### src/rtl/prbs_slot_inserter.sv
module prbs_slot_inserter #(
  parameter int SLOTS     = 32,
  parameter int SLOT_BITS = 8,
  parameter int SEL_W     = 6,
  parameter int SHORT_LEN = 15,
  parameter int SHORT_TAP = 14,
  parameter int LONG_LEN  = 20,
  parameter int LONG_TAP  = 17
) (
  input  logic             clk,
  input  logic             rst_n,
  input  logic             fsync,
  input  logic             gen_en,
  input  logic [SEL_W-1:0] slot_sel,
  input  logic             long_seq,
  input  logic             tx_in,
  output logic             tx_out
);

  localparam int POS_W    = $clog2(SLOTS * SLOT_BITS);
  localparam int BIT_W    = $clog2(SLOT_BITS);
  localparam int SLOT_W   = POS_W - BIT_W;
  localparam int ALL_CODE = 1 << (SEL_W - 1);

  logic [POS_W-1:0]    pos_q, cur_pos;
  logic                aligned_q, aligned;
  logic [SLOT_W-1:0]   cur_slot;
  logic                code_skip0, code_all, code_one, slot_hit, ins;
  logic [LONG_LEN-1:0] lfsr_q;
  logic                prbs_bit, fb;

  assign cur_pos  = fsync ? '0 : pos_q + 1'b1;
  assign aligned  = fsync | aligned_q;
  assign cur_slot = cur_pos[POS_W-1:BIT_W];

  assign code_skip0 = (slot_sel == '0);
  assign code_all   = (slot_sel == SEL_W'(ALL_CODE));
  assign code_one   = !code_skip0 && (int'(slot_sel) < SLOTS);
  assign slot_hit   = code_all
                    | (code_skip0 && cur_slot != '0)
                    | (code_one && SEL_W'(cur_slot) == slot_sel);
  assign ins        = gen_en & aligned & slot_hit;

  assign prbs_bit = long_seq ? lfsr_q[LONG_LEN-1] : lfsr_q[SHORT_LEN-1];
  assign fb       = long_seq ? lfsr_q[LONG_LEN-1] ^ lfsr_q[LONG_TAP-1]
                             : lfsr_q[SHORT_LEN-1] ^ lfsr_q[SHORT_TAP-1];

  always_ff @(posedge clk) begin
    if (!rst_n) begin
      pos_q     <= '0;
      aligned_q <= 1'b0;
      lfsr_q    <= '1;
      tx_out    <= 1'b0;
    end else begin
      pos_q     <= cur_pos;
      aligned_q <= aligned;
      if (!gen_en)
        lfsr_q <= '1;
      else if (ins)
        lfsr_q <= {lfsr_q[LONG_LEN-2:0], fb};
      tx_out    <= ins ? prbs_bit : tx_in;
    end
  end

endmodule

### config.mk
export PLATFORM = sky130hd
export DESIGN_NAME = prbs_slot_inserter
export DESIGN_NICKNAME = d
export VERILOG_FILES = /design/src/rtl/prbs_slot_inserter.sv
export SDC_FILE = /design/constraint.sdc
export NUM_CORES = 1
export LEC_CHECK = 0
export ABC_AREA = 1
export BUFFER_PORTS_ARGS = -buffer_cell sky130_fd_sc_hd__buf_2
export CORE_MARGIN = 2
export CORE_UTILIZATION = 57
export CTS_CLUSTER_DIAMETER = 50
export DETAILED_ROUTE_END_ITERATION = 10
export MAX_ROUTING_LAYER = met4
export PLACE_DENSITY = 0.75
export SLEW_MARGIN = 20
export SYNTH_ARGS = -nofsm -noshare
export SYNTH_HDL_FRONTEND = slang
export SYNTH_SLANG_ARGS = --single-unit
### constraint.sdc
create_clock -name clk -period 2.3 [get_ports clk]
set_clock_uncertainty 0.1 [all_clocks]
set_input_delay 0.46 -clock clk [delete_from_list [all_inputs] [get_ports clk]]
set_output_delay 0.46 -clock clk [all_outputs]
set_load 0.05 [all_outputs]
==> impl_metrics.yaml, run 1 <==
run_status:
  status: "completed"
final_layout:
  register_area_um2: 601
  final_common_cell: "nand2_1"
  multi_input_area_um2: 666
  synthToLayoutAreaGrowth_pct: 9.35
  diodes: 0
  fin_nets: 217
  final_cell_mix: "nand2_1, nand3_1, dfxtp_1"
  fill_cells: 212
  drive_gt1_share_pct: 16.6
flow_run:
  cap_violations: 0
clocking:
  cts.sink_count: 30
  cts_hold_buf: 0
  cts.clk_slew.worst_paths_ns: 0.10
  cts_root_buffer: "clkbuf_4"
  clock_latency_ns: 0.32
  cts_tree: "yes"
  cts_buffers: 5
  htree_levels: 2
  cts_buffer_depth: 2
timing:
  period_share_pct: 88.3
  fin_tns_setup_ns: 0
  holdWs_ns: 0.285
  worstMarginPinSlew_ns: 0.587
  maxSlewViolCount: 0
  setup_viol: 0
  grt_setup_unrepaired: "no"
  fmax_ghz: 0.493
  setup_ws_ns: 0.270
  finalCriticalPeriod_ns: 2.03
  relSlewSlack_pct: 60.8
  hold_violations: 0
drt:
  drt_wl_total_um: 2650
  vias: 1265
  viasPerCell: 5.43
  dr.pass1.iters: 4
  drc: 0
  wire_per_inst_um: 11.4
  drtAntennaViolNets: 0
  drtIter0Drc: 51
setup_path:
  crit_type: "flip-flop to flip-flop"
  max_stage_delay_ns: 0.41
  slowest_stage: "dfxtp_1"
  cp_max_fo: 20
  cp-end-kind: "flip-flop"
  cp_common_cell: "nand2_1"
  cp_num_buf_inv: 1
  crit_start: "pos_q[0]"
  crit_chain: "ha_1 > nand2_2 > nor2_2 > nand2_1 > nand2_1 > nor2_2 > nand2_1 > nand2_1 > nor2_1 > nand3_1 > nand2_2 > buf_4 > nand3_1 > nand3_1"
  required_ns: 2.46
  worstPathArrival_ns: 2.19
  r2r-start: "pos_q[0]"
  cp-start-kind: "flip-flop"
  cp_top_family: "simple AND/OR/NAND/NOR gates"
logic_synthesis:
  netlist_area_mm2: 0.00138
  yosys-top-cells-area: "dfxtp_1, nand3_1, nand2_1"
  ys_dominant_reg_cell: "dfxtp_1"
  synth_top_cell_by_area: "dfxtp_1"
  synth_area_per_cell_um2: 7.22
  ys_types: 25
  ys_ff_latch: 30
  syn-num-nets: 204
  yosys_warnings: 0
  async_flop_share_pct: 0
  synthCells: 191
  synth_edf_count: 0
  synth_top_area_share_pct: 43.6
  ys_seq_area_share_pct: 43.6
grt:
  track_usage_pct: 22.1
  grt_first_pass_wirelength_um: 4480
  antenna_found_initial: 0
  grt_max_degree: 23
  grt-ovfl-total: 0
  grt_pass1_vias: 1110
die:
  die_h_um: 53.2
  core_mm2: 0.00225
  dieArea_mm2: 0.00283
  start_util_pct: 61.2
  ioPinCount: 13
  rows: 17
  fp.dieW_um: 53.2
hold_path:
  worstHoldStart: "rst_n"
  hold_path.class: "input pin to flip-flop"
power:
  powerDensity_mw_per_mm2: 609
  worst_ir_drop_vdd_mv: 0.446
  p_leak_nw: 0.765
placed_design:
  place_congestion: 0.867
  hpwl_um: 1880
  dp_slack_ns: 0.154
  io_buffers: 12
-- worst paths after layout --
path	end	slack (ns)	cells past startpoint
worst max-delay path	lfsr_q[15]	0.27	14
worst min-delay path	tx_out	0.28	3
worst max register to register	lfsr_q[15]	0.27	14
worst min register to register	aligned_q	0.36	2
-- layout make-up --
| class | instances | area share, % |
|---|---|---|
| Tap cell | 28 | 2.32 |
| Multi-Input combinational cell | 135 | 44.1 |
| Clock inverter | 2 | 0.830 |
| Timing Repair Buffer | 14 | 4.98 |
| Clock buffer | 6 | 3.40 |
| Inverter | 18 | 4.48 |
| Sequential cell | 30 | 39.8 |
-- metal layers --
layer	global-route usage (%)	vias up	wire [µm]
li1	-	645	-
met4	11.1	0	44
met3	5.65	5	137
met2	32.7	32	1200
met1	27.8	583	1270
met5	-	-	0
-- report_power, final --
group / total (mW) / switching, mW / internal (mW)
logic: 0.0654 / 0.0444 / 0.0211
clock network: 0.325 / 0.179 / 0.147
registers: 0.528 / 0.00336 / 0.524
total: 0.918 / 0.226 / 0.692
-- worst reg2reg max path, cell delays in order (launching register included) --
cell     delay, ns
dfxtp_1       0.41
ha_1          0.21
nand2_2       0.08
nor2_2        0.14
nand2_1       0.07
nand2_1       0.10
nor2_2        0.07
nand2_1       0.06
nand2_1       0.04
nor2_1        0.09
nand3_1       0.08
nand2_2       0.09
buf_4         0.23
nand3_1       0.11
nand3_1       0.10
-- per-stage QoR --
step,instances,power (mW),instance area (µm²),utilization (%)
final,233,0.918,1510,66.9
after global routing,233,0.960,1510,66.9
after CTS,233,0.927,1500,66.6
after detailed placement,225,0.604,1440,63.8
after global placement,225,0.602,1440,63.8
after floorplan,191,0.583,1380,-
-- cell usage after synthesis (2+ instances only) --
library cell,n
nand2_1,46
nand3_1,45
dfxtp_1,30
nor2_1,18
inv_1,17
nand4_1,5
clkbuf_1,4
nand2_2,4
nand3_2,3
nor2_2,3
buf_6,2
-- sequential cells by signal, summed over array words and instances (netlist names) --
signal	cells
aligned_q	1
lfsr_q	20
pos_q	8
tx_out	1
-- kinds of logic after synthesis --
family          share of synthesized area, %
xor+xnor                                1.27
simple gates                            42.8
fa+ha+maj                              0.907
buf+inv                                 8.53
flops                                   43.6
mux                                    0.817
compound gates                          2.09
-- what timing repair did --
action | CTS | global route
endpoints found under the setup margin | 0 | 21
buffers inserted | 0 | 0
gates resized for setup | 0 | 1
Power figures use the tool's default switching activity.
==> run 2: changes to the inputs <==
--- a/config.mk
+++ b/config.mk
@@ -7,6 +7,7 @@
 export LEC_CHECK = 0
 export ABC_AREA = 1
 export BUFFER_PORTS_ARGS = -buffer_cell sky130_fd_sc_hd__buf_2
+export CORE_ASPECT_RATIO = 0.75
 export CORE_MARGIN = 2
 export CORE_UTILIZATION = 57
 export CTS_CLUSTER_DIAMETER = 50
==> impl_metrics.yaml, run 2 (synthesis results as in run 1) <==
run_status:
  status: "completed"
timing:
  relSlewSlack_pct: 59.2
  fin_tns_setup_ns: 0
  grt_setup_unrepaired: "no"
  setup_ws_ns: 0.262
  fmax_ghz: 0.491
  finalCriticalPeriod_ns: 2.04
  period_share_pct: 88.6
  setup_viol: 0
  maxSlewViolCount: 0
  hold_violations: 0
  worstMarginPinSlew_ns: 0.612
drt:
  drtIter0Drc: 97
  viasPerCell: 5.10
  dr.pass1.iters: 4
  vias: 1220
  drtAntennaViolNets: 0
  drt_wl_total_um: 2560
  wire_per_inst_um: 10.7
  drc: 0
grt:
  grt_max_degree: 23
  track_usage_pct: 21.3
  grt-ovfl-total: 0
  antenna_found_initial: 0
  grt_first_pass_wirelength_um: 4200
  grt_pass1_vias: 970
clocking:
  cts_tree: "yes"
  cts.clk_slew.worst_paths_ns: 0.10
  cts_buffers: 5
  cts_hold_buf: 0
  htree_levels: 2
  clock_latency_ns: 0.32
  cts_buffer_depth: 2
  cts_root_buffer: "clkbuf_4"
  cts.sink_count: 30
final_layout:
  drive_gt1_share_pct: 16.6
  final_common_cell: "nand2_1"
  diodes: 0
  final_cell_mix: "nand2_1, nand3_1, dfxtp_1"
  top_register: "lfsr_q"
  synthToLayoutAreaGrowth_pct: 10.9
  largestRegisters: "lfsr_q x20, pos_q x8"
  largest_register_ffs: 20
  fin_nets: 217
placed_design:
  hpwl_um: 1830
  dp_slack_ns: 0.169
  place_congestion: 0.914
  io_buffers: 12
hold_path:
  hold_path.class: "input pin to flip-flop"
  worstHoldStart: "rst_n"
power:
  p_leak_nw: 0.775
  power_mw: 1.00
  powerDensity_mw_per_mm2: 654
  worst_ir_drop_vdd_mv: 0.526
setup_path:
  r2r_setup_slack_ns: 0.26
  cp_max_fo: 20
  crit_start: "pos_q[0]"
  worstSetupEndpoint: "lfsr_q[17]"
  cp-end-kind: "flip-flop"
  cp-start-kind: "flip-flop"
  r2r_cells: 14
  worstPathArrival_ns: 2.19
  rr_endpoint: "lfsr_q[17]"
  required_ns: 2.46
  crit_type: "flip-flop to flip-flop"
  r2r-start: "pos_q[0]"
die:
  fp.dieW_um: 60.8
  ioPinCount: 13
  dieArea_mm2: 0.00283
  rows: 15
  core_mm2: 0.00229
  die_h_um: 46.6
  start_util_pct: 60.2
flow_run:
  cap_violations: 0
[run 2: changes by cell type in the layout (fill, tap and decap cells not counted)]
cell,change
clkinvlp_4,-1
clkbuf_8,-1
bufinv_16,+1
clkinv_2,+1
[run 2: how the worst min path moves through the flow]
stage / cells after the start / slack [ns] / endpoint
final: 3 / 0.29 / tx_out
after global routing: 3 / 0.30 / tx_out
after CTS: 3 / 0.28 / tx_out
after detailed placement: 2 / 0.34 / lfsr_q[1]
after global placement: 2 / 0.34 / lfsr_q[3]
after floorplan: 2 / 0.32 / aligned_q
[run 2: critical path, cell delays in order, from the launching register on]
cell,delay (ns)
dfxtp_1,0.40
ha_1,0.21
nand2_2,0.08
nor2_2,0.16
nand2_1,0.07
nand2_1,0.09
nor2_2,0.06
nand2_1,0.06
nand2_1,0.04
nor2_1,0.09
nand3_1,0.08
nand2_2,0.09
buf_4,0.23
nand3_1,0.10
nand3_1,0.09
[run 2: cell type report]
class | instances | area, µm²
Clock buffer | 5 | 37.5
Clock inverter | 3 | 40.0
Fill cell | 217 | 761
Inverter | 18 | 67.6
Multi-Input combinational cell | 135 | 666
Sequential cell | 30 | 601
Tap cell | 34 | 42.5
Timing Repair Buffer | 14 | 75.1
[run 2: per-layer routing]
| layer | share of wire (%) | wire (µm) | vias to the layer above | GRT usage [%] |
|---|---|---|---|---|
| met5 | 0 | 0 | - | - |
| met4 | 1.2 | 31 | 0 | 6.52 |
| met3 | 5.4 | 138 | 5 | 7.58 |
| met2 | 40 | 1010 | 24 | 27.3 |
| met1 | 54 | 1370 | 544 | 30.7 |
| li1 | - | - | 647 | - |
[run 2: report_power, final]
group          switching (mW)  leakage (nW)  internal, mW
clock network           0.182        0.0450         0.225
logic                  0.0450         0.487        0.0210
registers             0.00300         0.243         0.524
[run 2: through the flow]
| step | area (µm²) | hold WS, ns | utilization, % | cells |
|---|---|---|---|---|
| global placement | 1450 | 0.339 | 63.2 | 231 |
| detailed placement | 1450 | 0.343 | 63.2 | 231 |
| finish | 1530 | 0.291 | 66.8 | 239 |
| floorplan | 1380 | 0.322 | - | 191 |
| CTS | 1520 | 0.282 | 66.6 | 239 |
| global route | 1530 | 0.298 | 66.8 | 239 |
[run 2: what timing repair did]
item | 4_1_cts | 5_1_grt
hold endpoints to repair | 0 | 0
buffers inserted | 0 | 0
setup endpoints to repair | 0 | 12
resized for setup | 0 | 1
